File: src/rtl/swinit_pkg.sv
package swinit_pkg;

    localparam int SLOTS_PER_MUX = 32;
    localparam int AUX_CHANNELS  = 16;
    localparam int CMD_WORD_W    = 14;
    localparam int MON_WORD_W    = 8;
    localparam int CI_WORD_W     = 6;

    localparam logic [3:0] ADDR_CTRL = 4'd0;
    localparam logic [3:0] ADDR_CMD  = 4'd1;
    localparam logic [3:0] ADDR_SRC  = 4'd2;

    typedef enum logic [1:0] {
        MODE_RUN   = 2'b00,
        MODE_AUTO  = 2'b01,
        MODE_TEST  = 2'b10,
        MODE_IDENT = 2'b11
    } mode_e;

    typedef enum logic [1:0] {
        FILL_NONE    = 2'd0,
        FILL_PATTERN = 2'd1,
        FILL_AUX     = 2'd2,
        FILL_IDENT   = 2'd3
    } fill_e;

    typedef enum logic [1:0] {
        MSEL_CMD  = 2'd0,
        MSEL_MON  = 2'd1,
        MSEL_CI   = 2'd2,
        MSEL_NONE = 2'd3
    } msel_e;

    typedef struct packed {
        fill_e      kind;
        logic [5:0] ctl;
        logic [7:0] pat;
    } fill_req_t;

    function automatic fill_e fill_kind(input logic [1:0] mode, input logic cm);
        fill_e k;
        case (mode)
            MODE_AUTO:  k = cm ? FILL_PATTERN : FILL_AUX;
            MODE_IDENT: k = FILL_IDENT;
            default:    k = FILL_NONE;
        endcase
        return k;
    endfunction

    function automatic logic [CMD_WORD_W-1:0] pattern_word(input logic [5:0] ctl,
                                                           input logic [7:0] pat);
        return {ctl, pat};
    endfunction

endpackage

File: src/rtl/swinit_ram.sv
module swinit_ram #(
    parameter int WIDTH = 8,
    parameter int DEPTH = 16,
    localparam int AW = $clog2(DEPTH)
) (
    input  logic             clk,
    input  logic             we,
    input  logic [AW-1:0]    waddr,
    input  logic [WIDTH-1:0] wdata,
    input  logic [AW-1:0]    raddr,
    output logic [WIDTH-1:0] rdata
);

    logic [WIDTH-1:0] store [DEPTH];

    always_ff @(posedge clk) begin
        if (we) begin
            store[waddr] <= wdata;
        end
        rdata <= store[raddr];
    end

endmodule

File: src/rtl/swinit_regs.sv
module swinit_regs
    import swinit_pkg::*;
(
    input  logic      clk,
    input  logic      rst,
    input  logic      wr,
    input  logic [3:0] addr,
    input  logic [7:0] wdata,
    input  logic      busy,
    input  logic      fill_done,
    output logic [7:0] rdata,
    output mode_e     mode_o,
    output logic      start_o,
    output logic      soft_rst_o,
    output fill_req_t req_o
);

    logic       bank_q;
    mode_e      mode_q;
    logic [7:0] cmd_q;
    logic [7:0] src_q;

    logic ctrl_wr;
    logic mode_wr_ok;
    logic main_wr_ok;

    assign ctrl_wr    = wr && (addr == ADDR_CTRL);
    assign soft_rst_o = ctrl_wr && wdata[6];
    assign mode_wr_ok = ctrl_wr && !wdata[6] && !busy;
    assign main_wr_ok = wr && !bank_q;
    assign start_o    = mode_wr_ok &&
                        (wdata[5:4] == MODE_AUTO || wdata[5:4] == MODE_IDENT);

    always_ff @(posedge clk) begin
        if (rst || soft_rst_o) begin
            bank_q <= 1'b0;
            mode_q <= MODE_RUN;
            cmd_q  <= '0;
            src_q  <= '0;
        end else begin
            if (ctrl_wr) begin
                bank_q <= wdata[7];
            end
            if (mode_wr_ok) begin
                mode_q <= mode_e'(wdata[5:4]);
            end else if (fill_done) begin
                mode_q <= MODE_RUN;
            end
            if (main_wr_ok && addr == ADDR_CMD) begin
                cmd_q <= wdata;
            end
            if (main_wr_ok && addr == ADDR_SRC) begin
                src_q <= wdata;
            end
        end
    end

    always_comb begin
        case (addr)
            ADDR_CTRL: rdata = {bank_q, 1'b0, mode_q, 4'b0000};
            ADDR_CMD:  rdata = bank_q ? 8'h00 : cmd_q;
            ADDR_SRC:  rdata = bank_q ? 8'h00 : src_q;
            default:   rdata = 8'h00;
        endcase
    end

    assign mode_o      = mode_q;
    assign req_o.kind  = fill_kind(wdata[5:4], cmd_q[7]);
    assign req_o.ctl   = cmd_q[5:0];
    assign req_o.pat   = src_q;

endmodule

File: src/rtl/swinit_seq.sv
module swinit_seq
    import swinit_pkg::*;
#(
    parameter int CMD_DEPTH = 256,
    parameter int AUX_DEPTH = 16,
    localparam int CAW = $clog2(CMD_DEPTH)
) (
    input  logic                  clk,
    input  logic                  rst,
    input  logic                  abort,
    input  logic                  start,
    input  fill_req_t             req,
    output logic                  busy,
    output logic                  done,
    output logic                  cmd_we,
    output logic                  aux_we,
    output logic [CAW-1:0]        addr,
    output logic [CMD_WORD_W-1:0] cmd_wdata,
    output logic [MON_WORD_W-1:0] mon_wdata,
    output logic [CI_WORD_W-1:0]  ci_wdata
);

    localparam logic [CAW-1:0] CMD_LAST = CAW'(CMD_DEPTH - 1);
    localparam logic [CAW-1:0] AUX_LAST = CAW'(AUX_DEPTH - 1);

    fill_e          kind_q;
    logic [CAW-1:0] cnt_q;
    logic [5:0]     ctl_q;
    logic [7:0]     pat_q;
    logic [CAW-1:0] last_addr;

    assign last_addr = (kind_q == FILL_AUX) ? AUX_LAST : CMD_LAST;
    assign busy      = (kind_q != FILL_NONE);
    assign done      = busy && (cnt_q == last_addr);

    always_ff @(posedge clk) begin
        if (rst || abort) begin
            kind_q <= FILL_NONE;
            cnt_q  <= '0;
            ctl_q  <= '0;
            pat_q  <= '0;
        end else if (start && !busy) begin
            kind_q <= req.kind;
            cnt_q  <= '0;
            ctl_q  <= req.ctl;
            pat_q  <= req.pat;
        end else if (busy) begin
            if (done) begin
                kind_q <= FILL_NONE;
                cnt_q  <= '0;
            end else begin
                cnt_q  <= cnt_q + CAW'(1);
            end
        end
    end

    assign cmd_we    = (kind_q == FILL_PATTERN) || (kind_q == FILL_IDENT);
    assign aux_we    = (kind_q == FILL_AUX);
    assign addr      = cnt_q;
    assign cmd_wdata = (kind_q == FILL_IDENT) ? CMD_WORD_W'(cnt_q)
                                              : pattern_word(ctl_q, pat_q);
    assign mon_wdata = pat_q;
    assign ci_wdata  = pat_q[5:0];

endmodule

File: src/rtl/swmem_init_seq.sv
module swmem_init_seq
    import swinit_pkg::*;
#(
    parameter int NMUX = 8,
    localparam int CAW = $clog2(NMUX * SLOTS_PER_MUX)
) (
    input  logic                  clk,
    input  logic                  rst,
    input  logic                  reg_wr,
    input  logic [3:0]            reg_addr,
    input  logic [7:0]            reg_wdata,
    output logic [7:0]            reg_rdata,
    input  logic                  mem_wr,
    input  logic [1:0]            mem_sel,
    input  logic [CAW-1:0]        mem_addr,
    input  logic [CMD_WORD_W-1:0] mem_wdata,
    output logic [CMD_WORD_W-1:0] mem_rdata,
    output logic                  busy
);

    localparam int CMD_DEPTH = NMUX * SLOTS_PER_MUX;
    localparam int XAW       = $clog2(AUX_CHANNELS);

    mode_e      mode;
    logic       start;
    logic       soft_rst;
    fill_req_t  req;
    logic       seq_done;
    logic       seq_cmd_we;
    logic       seq_aux_we;
    logic [CAW-1:0] seq_addr;
    logic [CMD_WORD_W-1:0] seq_cmd_wdata;
    logic [MON_WORD_W-1:0] seq_mon_wdata;
    logic [CI_WORD_W-1:0]  seq_ci_wdata;

    swinit_regs u_regs (
        .clk        (clk),
        .rst        (rst),
        .wr         (reg_wr),
        .addr       (reg_addr),
        .wdata      (reg_wdata),
        .busy       (busy),
        .fill_done  (seq_done),
        .rdata      (reg_rdata),
        .mode_o     (mode),
        .start_o    (start),
        .soft_rst_o (soft_rst),
        .req_o      (req)
    );

    swinit_seq #(
        .CMD_DEPTH (CMD_DEPTH),
        .AUX_DEPTH (AUX_CHANNELS)
    ) u_seq (
        .clk       (clk),
        .rst       (rst),
        .abort     (soft_rst),
        .start     (start),
        .req       (req),
        .busy      (busy),
        .done      (seq_done),
        .cmd_we    (seq_cmd_we),
        .aux_we    (seq_aux_we),
        .addr      (seq_addr),
        .cmd_wdata (seq_cmd_wdata),
        .mon_wdata (seq_mon_wdata),
        .ci_wdata  (seq_ci_wdata)
    );

    // Write-port steering: the sequencer owns the memories while busy.
    logic                  cmd_we, mon_we, ci_we;
    logic [CAW-1:0]        cmd_waddr;
    logic [XAW-1:0]        aux_waddr;
    logic [CMD_WORD_W-1:0] cmd_wdata;
    logic [MON_WORD_W-1:0] mon_wdata;
    logic [CI_WORD_W-1:0]  ci_wdata;

    always_comb begin
        if (busy) begin
            cmd_we    = seq_cmd_we;
            mon_we    = seq_aux_we;
            ci_we     = seq_aux_we;
            cmd_waddr = seq_addr;
            aux_waddr = seq_addr[XAW-1:0];
            cmd_wdata = seq_cmd_wdata;
            mon_wdata = seq_mon_wdata;
            ci_wdata  = seq_ci_wdata;
        end else begin
            cmd_we    = mem_wr && (mem_sel == MSEL_CMD);
            mon_we    = mem_wr && (mem_sel == MSEL_MON);
            ci_we     = mem_wr && (mem_sel == MSEL_CI);
            cmd_waddr = mem_addr;
            aux_waddr = mem_addr[XAW-1:0];
            cmd_wdata = mem_wdata;
            mon_wdata = mem_wdata[MON_WORD_W-1:0];
            ci_wdata  = mem_wdata[CI_WORD_W-1:0];
        end
    end

    logic [CMD_WORD_W-1:0] cmd_rdata;
    logic [MON_WORD_W-1:0] mon_rdata;
    logic [CI_WORD_W-1:0]  ci_rdata;

    swinit_ram #(.WIDTH(CMD_WORD_W), .DEPTH(CMD_DEPTH)) u_cmd_ram (
        .clk   (clk),
        .we    (cmd_we),
        .waddr (cmd_waddr),
        .wdata (cmd_wdata),
        .raddr (mem_addr),
        .rdata (cmd_rdata)
    );

    swinit_ram #(.WIDTH(MON_WORD_W), .DEPTH(AUX_CHANNELS)) u_mon_ram (
        .clk   (clk),
        .we    (mon_we),
        .waddr (aux_waddr),
        .wdata (mon_wdata),
        .raddr (mem_addr[XAW-1:0]),
        .rdata (mon_rdata)
    );

    swinit_ram #(.WIDTH(CI_WORD_W), .DEPTH(AUX_CHANNELS)) u_ci_ram (
        .clk   (clk),
        .we    (ci_we),
        .waddr (aux_waddr),
        .wdata (ci_wdata),
        .raddr (mem_addr[XAW-1:0]),
        .rdata (ci_rdata)
    );

    msel_e rsel_q;

    always_ff @(posedge clk) begin
        if (rst) begin
            rsel_q <= MSEL_NONE;
        end else begin
            rsel_q <= msel_e'(mem_sel);
        end
    end

    always_comb begin
        case (rsel_q)
            MSEL_CMD: mem_rdata = cmd_rdata;
            MSEL_MON: mem_rdata = CMD_WORD_W'(mon_rdata);
            MSEL_CI:  mem_rdata = CMD_WORD_W'(ci_rdata);
            default:  mem_rdata = '0;
        endcase
    end

endmodule

File: config.mk
export PLATFORM = sky130hd
export DESIGN_NAME = swmem_init_seq
export DESIGN_NICKNAME = d
export VERILOG_FILES = /design/src/rtl/swinit_pkg.sv /design/src/rtl/swinit_ram.sv /design/src/rtl/swinit_regs.sv /design/src/rtl/swinit_seq.sv /design/src/rtl/swmem_init_seq.sv
export SDC_FILE = /design/constraint.sdc
export NUM_CORES = 2
export LEC_CHECK = 0
export BUFFER_PORTS_ARGS = -buffer_cell sky130_fd_sc_hd__buf_2
export CORE_UTILIZATION = 30
export DETAILED_ROUTE_END_ITERATION = 7
export GPL_ROUTABILITY_DRIVEN = 0
export PLACE_DENSITY = 0.43
export SYNTH_ARGS = -nofsm -noshare
export SYNTH_HDL_FRONTEND = slang
export SYNTH_SLANG_ARGS = --single-unit
File: constraint.sdc
create_clock -name clk -period 32.5 [get_ports clk]
set_input_delay 4.875 -clock clk [delete_from_list [all_inputs] [get_ports clk]]
set_output_delay 4.875 -clock clk [all_outputs]
set_load 0.1 [all_outputs]
# After elaboration in Yosys (flattened, before gate mapping)
# Memory sizes are Yosys's and may differ from the RTL's. A register that Yosys moved wholly into a read port is not among the register bits.
# Index checks and enable logic that the tools add are counted.
[op_classes]
add_sub_neg = 1
n_eq_ne = 12
n_mux = 27
n_reduce_logical = 28
[op_table]
columns = ["operator", "count"]
rows = [
  ["8-bit 2-to-1 mux", 6],
  ["14-bit case mux with 3 select lines", 1],
  ["14-bit 2-to-1 mux", 2],
  ["8-bit case mux with 3 select lines", 1],
  ["1-bit logical AND", 13],
  ["2-bit == test (second input constant)", 5],
  ["2-bit 2-to-1 mux", 5],
  ["1-bit 2-to-1 mux", 9],
  ["8-bit by 1-bit adder with 8-bit output (second input constant)", 1],
  ["2-bit by 1-bit == test with 1-bit output (second input constant)", 4],
  ["8-bit == test", 1],
  ["2-bit nonzero test", 4],
  ["6-bit 2-to-1 mux", 1],
  ["4-bit by 1-bit == test with 1-bit output (second input constant)", 1],
  ["4-bit by 2-bit == test with 1-bit output (second input constant)", 1],
  ["2-bit zero test", 2],
  ["4-bit zero test", 1],
  ["4-bit 2-to-1 mux", 1],
  ["2-bit case mux with 2 select lines", 1],
  ["1-bit zero test", 3],
  ["1-bit logical OR", 3],
  ["2-bit AND reduction", 1],
  ["2-bit OR reduction", 1],
]
[totals]
reg_bits = 45
ramBits = 3808
inputBits = 40
out_inout_bits = 23
word_cells = 80
n_memories = 3
[memory_table]
columns = ["name", "depth", "word_bits", "rd", "rd_clocked_by_memory_dff", "write_ports", "line_no", "source"]
rows = [
  ["u_cmd_ram.store", 256, 14, 1, 1, 1, "swinit_ram.sv:14", "logic [WIDTH-1:0] store [DEPTH];"],
  ["u_mon_ram.store", 16, 8, 1, 1, 1, "swinit_ram.sv:14", ""],
  ["u_ci_ram.store", 16, 6, 1, 1, 1, "swinit_ram.sv:14", ""],
]

# Logic depth before layout (Yosys ltp)
[logic_depth]
ltp_word = 8
ltp_mapped = 13
ltp_nobuf = 7

# By module
# From an unflattened synthesis, not the netlist that was laid out.
[unflattened]
hier_cells = 6936
area_unflattened_um2 = 150870.9
[by_module_without_submodules]
columns = ["mod", "instances", "cells_each", "area_per_inst_um2", "seq_area_each_um2"]
rows = [
  ["swinit_ram at u_cmd_ram", 1, 6142, 138816.9, 107903.5],
  ["swinit_ram at u_mon_ram", 1, 229, 5147.4, 4003.8],
  ["swinit_ram at u_ci_ram", 1, 178, 3895.0, 3002.9],
  ["swinit_seq", 1, 140, 1153.6, 480.5],
  ["swinit_regs", 1, 137, 1117.3, 380.4],
  ["swmem_init_seq", 1, 110, 740.7, 40.0],
]

# Worst setup path before layout
# OpenSTA, ideal clock, no wires.
[synth_path]
path_type = "input-to-reg"
start = "input port mem_wdata[10]"
end = "memory u_cmd_ram.store[0][10] in the netlist's numbering, data pin"
setup_ns = 2.187
t_arrival_ns = 14.858
t_required_ns = 30.313
setup_slack_ns = 15.455
path_stages = 2
path_buffers = 0
cell_sequence = "mux2i_1 -> o21ai_0"
[synth_via]
elab_chain_cells = 1
[synth_rtl]
columns = ["element", "line_no", "source"]
rows = [
  ["from (decl)", "swmem_init_seq.sv:16", "input logic [CMD_WORD_W-1:0] mem_wdata,"],
  ["14-bit 2-to-1 mux", "swmem_init_seq.sv:79", "if (busy) begin"],
  ["via cmd_wdata[10]", "swmem_init_seq.sv:74", "logic [CMD_WORD_W-1:0] cmd_wdata;"],
  ["to (decl)", "swinit_ram.sv:14", ""],
]
# The timed path passes the listed nets, and every way through them passes these cells.

# Final worst setup path
[layout_path]
start = "input port reg_addr[0]"
end = "output port reg_rdata[4]"
[layout_via]
elab_chain_cells = 2
elab_cells_between_ends = 4
cone_classes = "2 x eq/ne; 1 x mux; 1 x reduce/logical"
[layout_rtl]
columns = ["element", "line_no", "source"]
rows = [
  ["from (decl)", "swmem_init_seq.sv:10", "input logic [3:0] reg_addr,"],
  ["4-bit by 2-bit == test with 1-bit output, or another cell as far along", "swinit_regs.sv:59", "case (addr)"],
  ["8-bit case mux with 3 select lines (*)", "swinit_regs.sv:59", ""],
  ["to (decl)", "swmem_init_seq.sv:12", "output logic [7:0] reg_rdata,"],
]
# Every way passes the cells marked *; elsewhere a longest branch is shown, timed or not.

==> flow_metrics.py <==
metrics = {
    "outcome": {
        "status": "complete, but fails checks",
        "violations": "max-slew violations",
    },
    "worst_setup_path": {
        "reg2reg_from": "u_seq.kind_q[1]$_SDFFE_PP0P_",
        "worstReg2RegEnd": "u_cmd_ram.store[215][6]$_DFFE_PP_",
        "crit_end": "reg_rdata[4]",
        "crit_start": "reg_addr[0]",
        "crit_type": "primary input to primary output",
        "r2r_setup_slack_ns": 28.12,
        "critPathMaxFanout": 9,
        "required_ns": 27.62,
        "worst-r2r-cell-count": 7,
        "critPathLaunchType": "primary input",
        "cp_data_arrival_time_ns": 6.50,
        "crit_path_end_kind": "primary output",
    },
    "floorplan": {
        "pin_count": 63,
        "die_h_um": 709.7,
        "std_cell_rows": 259,
        "core_region_area_um2": 498100,
        "start_util_pct": 30.17,
        "die_area_um2": 503700,
        "die_w_um": 709.7,
    },
    "worst_hold_path": {
        "worstHoldPathType": "flip-flop to flip-flop",
        "hold_path_depth": 2,
    },
    "place": {
        "hpwl_mm": 275.4,
        "dpl_cell_area_um2": 159900,
        "place_inst": 13750,
        "portBuffers": 62,
    },
    "clock_network": {
        "postCtsSetupBuffers": 0,
        "ctsResizeCount": 0,
        "clkLatencyLatePin_ns": 1.01,
        "cts.root.buffer_cell": "clkbuf_16",
        "holdBufCountCts": 0,
        "cts_sinks": 3881,
        "h-tree-depth": 5,
        "clk_path_buf_depth": 4,
        "cts.clk_slew.worst_paths_ns": 0.06,
        "cts_buffers": 425,
        "cts_tree": "built",
    },
    "synthesis": {
        "synth.cell_area_um2": 150300,
        "dominantRegCellSynth": "edfxtp_1",
        "synthArstFlopShare_pct": 0,
        "synth_seq_cells": 3881,
        "avgSynthCellArea_um2": 21.20,
        "postSynthCellCount": 7089,
        "synth_cell_types": 73,
        "synth_edf_count": 3808,
        "synth_seq_area_share_pct": 77.07,
        "ys_warn_count": 0,
        "syn_nets": 7130,
    },
    "sta": {
        "worst_slew_pin_slew_ns": 1.698,
        "fin_crit_sh_pct": 35.00,
        "fin_setup_tns_ns": 0,
        "fmax_mhz": 87.91,
        "min_period_ns": 11.38,
        "hold_viol": 0,
        "setup_violations": 0,
        "maxSlewHeadroom_pct": -13.21,
        "maxSlewViolCount": 66,
        "rsz0062_at_grt": "no",
        "skew_ns": 0.09850,
    },
    "run": {
        "maxCapViolCount": 0,
    },
    "global_routing": {
        "antenna_found_initial": 23,
        "grt_pass1_vias": 75690,
        "grt_util_all_layers_pct": 17.97,
        "grt_start_max_net_pins": 194,
        "overflow": 0,
        "grt_pass1_wl_mm": 634.0,
    },
    "power": {
        "pwr_density_cell_nw_per_um2": 62.35,
        "p_sw_share_pct": 22.18,
        "clock_power_share_pct": 43.9,
        "total_power_mw": 10.82,
        "p_switching_mw": 2.400,
        "power_frac_seq_pct": 51.1,
        "pwr-share-comb_pct": 5.0,
        "power.internal_mw": 8.423,
        "peakVddDrop_v": 0.00005256,
        "p_leak_nw": 53.93,
    },
    "finish": {
        "final_util_pct": 34.85,
        "final_cells": 14540,
        "fin_nets": 7561,
        "drive_gt1_share_pct": 25.97,
        "area_delta_synth_final_pct": 15.53,
        "postLayoutCellArea_um2": 173600,
    },
    "detailed_routing": {
        "wl_mm": 462.3,
        "route.detailed.drc": 0,
        "drt_iter0_markers": 7425,
        "vias_per_cell": 5.108,
        "wire_per_inst_um": 31.80,
        "dr.pass1.iters": 6,
        "ant_nets": 0,
        "num_vias": 74260,
    },
}
-- metal layers --
metal | vias up | track usage, % | wire, um
met5 | - | 0 | 0
li1 | 30670 | - | -
met1 | 40900 | 25.03 | 201900
met3 | 532 | 2.539 | 24970
met4 | 0 | 4.294 | 11030
met2 | 2161 | 29.76 | 224400
-- power groups by stage --
| stage | logic, mW | registers [mW] | clock network (mW) |
|---|---|---|---|
| floorplan | 0.313 | 5.67 | 0 |
| global placement | 0.546 | 5.63 | 0 |
| detailed placement | 0.554 | 5.63 | 0 |
| CTS | 0.555 | 5.53 | 4.85 |
| global route | 0.570 | 5.52 | 5.03 |
| finish | 0.543 | 5.53 | 4.75 |
-- critical path: stages --
cell and delay (ns):
buf_2 0.10, nor2b_1 0.48, a22oi_1 0.19, nor2_1 0.17
a21oi_1 0.08, nor3_1 0.14, buf_2 0.45
-- synthesized netlist by cell type, types with 21 or more instances --
cell / n / area (um^2)
a211oi_1: 24 / 180.2
a21oi_1: 126 / 630.6
a221oi_1: 32 / 280.3
a22o_1: 40 / 350.3
a22oi_1: 130 / 975.9
and2_1: 25 / 156.4
buf_1: 22 / 82.58
buf_2: 141 / 705.7
buf_4: 55 / 412.9
buf_6: 49 / 551.8
buf_8: 21 / 315.3
clkbuf_1: 136 / 510.5
dfxtp_1: 73 / 1461
edfxtp_1: 3808 / 114300
mux2i_1: 440 / 4404
mux4_2: 817 / 18400
nand2_1: 162 / 608.1
nand2b_1: 25 / 156.4
nand3_1: 48 / 240.2
nor2_1: 382 / 1434
nor2b_1: 24 / 150.1
nor3_1: 71 / 355.3
o211ai_1: 25 / 187.7
o21ai_0: 36 / 180.2
o221ai_1: 72 / 630.6
o22ai_1: 96 / 600.6
-- state kept, by name, summed over array words and instances (netlist names) --
register / flops
u_regs.cmd_q: 8
u_regs.bank_q: 1
u_seq.kind_q: 2
u_mon_ram.rdata: 8
u_seq.ctl_q: 6
u_seq.addr: 8
u_mon_ram.store: 128
u_seq.mon_wdata: 8
u_ci_ram.rdata: 6
u_cmd_ram.rdata: 14
rsel_q: 2
u_regs.src_q: 8
u_cmd_ram.store: 3584
u_ci_ram.store: 96
u_regs.mode_o: 2
-- metrics by stage --
| step | worst slack [ns] | hold WS [ns] |
|---|---|---|
| floorplan | 15.45 | 0.4442 |
| global placement | 20.72 | 0.4613 |
| detailed placement | 21.14 | 0.4648 |
| CTS | 21.14 | 0.4734 |
| global route | 21.05 | 0.4977 |
| finish | 21.12 | 0.4742 |
-- worst min path at each step --
stage / startpoint / slack (ns) / endpoint
5_1_grt: u_seq.ctl_q[2]$_SDFFE_PP0P_ / 0.50 / u_seq.ctl_q[2]$_SDFFE_PP0P_
4_1_cts: u_seq.ctl_q[2]$_SDFFE_PP0P_ / 0.47 / u_seq.ctl_q[2]$_SDFFE_PP0P_
3_3_place_gp: u_seq.ctl_q[1]$_SDFFE_PP0P_ / 0.46 / u_seq.ctl_q[1]$_SDFFE_PP0P_
6_report: u_seq.ctl_q[1]$_SDFFE_PP0P_ / 0.47 / u_seq.ctl_q[1]$_SDFFE_PP0P_
2_1_floorplan: u_regs.src_q[0]$_SDFFE_PP0P_ / 0.44 / u_seq.mon_wdata[0]$_SDFFE_PP0P_
3_5_place_dp: u_seq.ctl_q[2]$_SDFFE_PP0P_ / 0.46 / u_seq.ctl_q[2]$_SDFFE_PP0P_
-- cells in the final DEF, fill, tap and decap left out, types with 71 or more instances in the layout --
master	n
buf_4	362
o221ai_1	72
edfxtp_1	3808
mux2i_1	440
nor2_2	81
mux4_2	817
clkinv_2	85
a22oi_1	130
dfxtp_1	71
clkinv_1	97
nor2_1	300
o22ai_1	95
nand2_1	160
clkbuf_16	431
a21oi_1	117
clkbuf_1	90
-- area by class of cell --
type | count | area [um^2]
Timing Repair Buffer | 436 | 3309
Multi-Input combinational cell | 2773 | 32440
Tap cell | 6655 | 8327
Clock inverter | 252 | 2417
Sequential cell | 3881 | 115800
Inverter | 3 | 18.77
Fill cell | 46370 | 324500
Antenna cell | 9 | 22.52
Clock buffer | 530 | 11250
-- logic make-up (layout without fill, tap and decap cells) --
logic type / count (synthesis) / after routing / synth area share, %
XOR/XNOR: 5 / 5 / 0.02914
adder cells (fa/ha/maj): 1 / 1 / 0.008326
flip-flops: 3881 / 3881 / 77.07
other: 0 / 9 / 0
multiplexers: 1262 / 1262 / 15.22
buffers and inverters: 435 / 1221 / 1.830
AO/OA/AOI/OAI: 679 / 679 / 3.319
AND/OR/NAND/NOR: 826 / 826 / 2.515
Power figures use the tool's default switching activity.
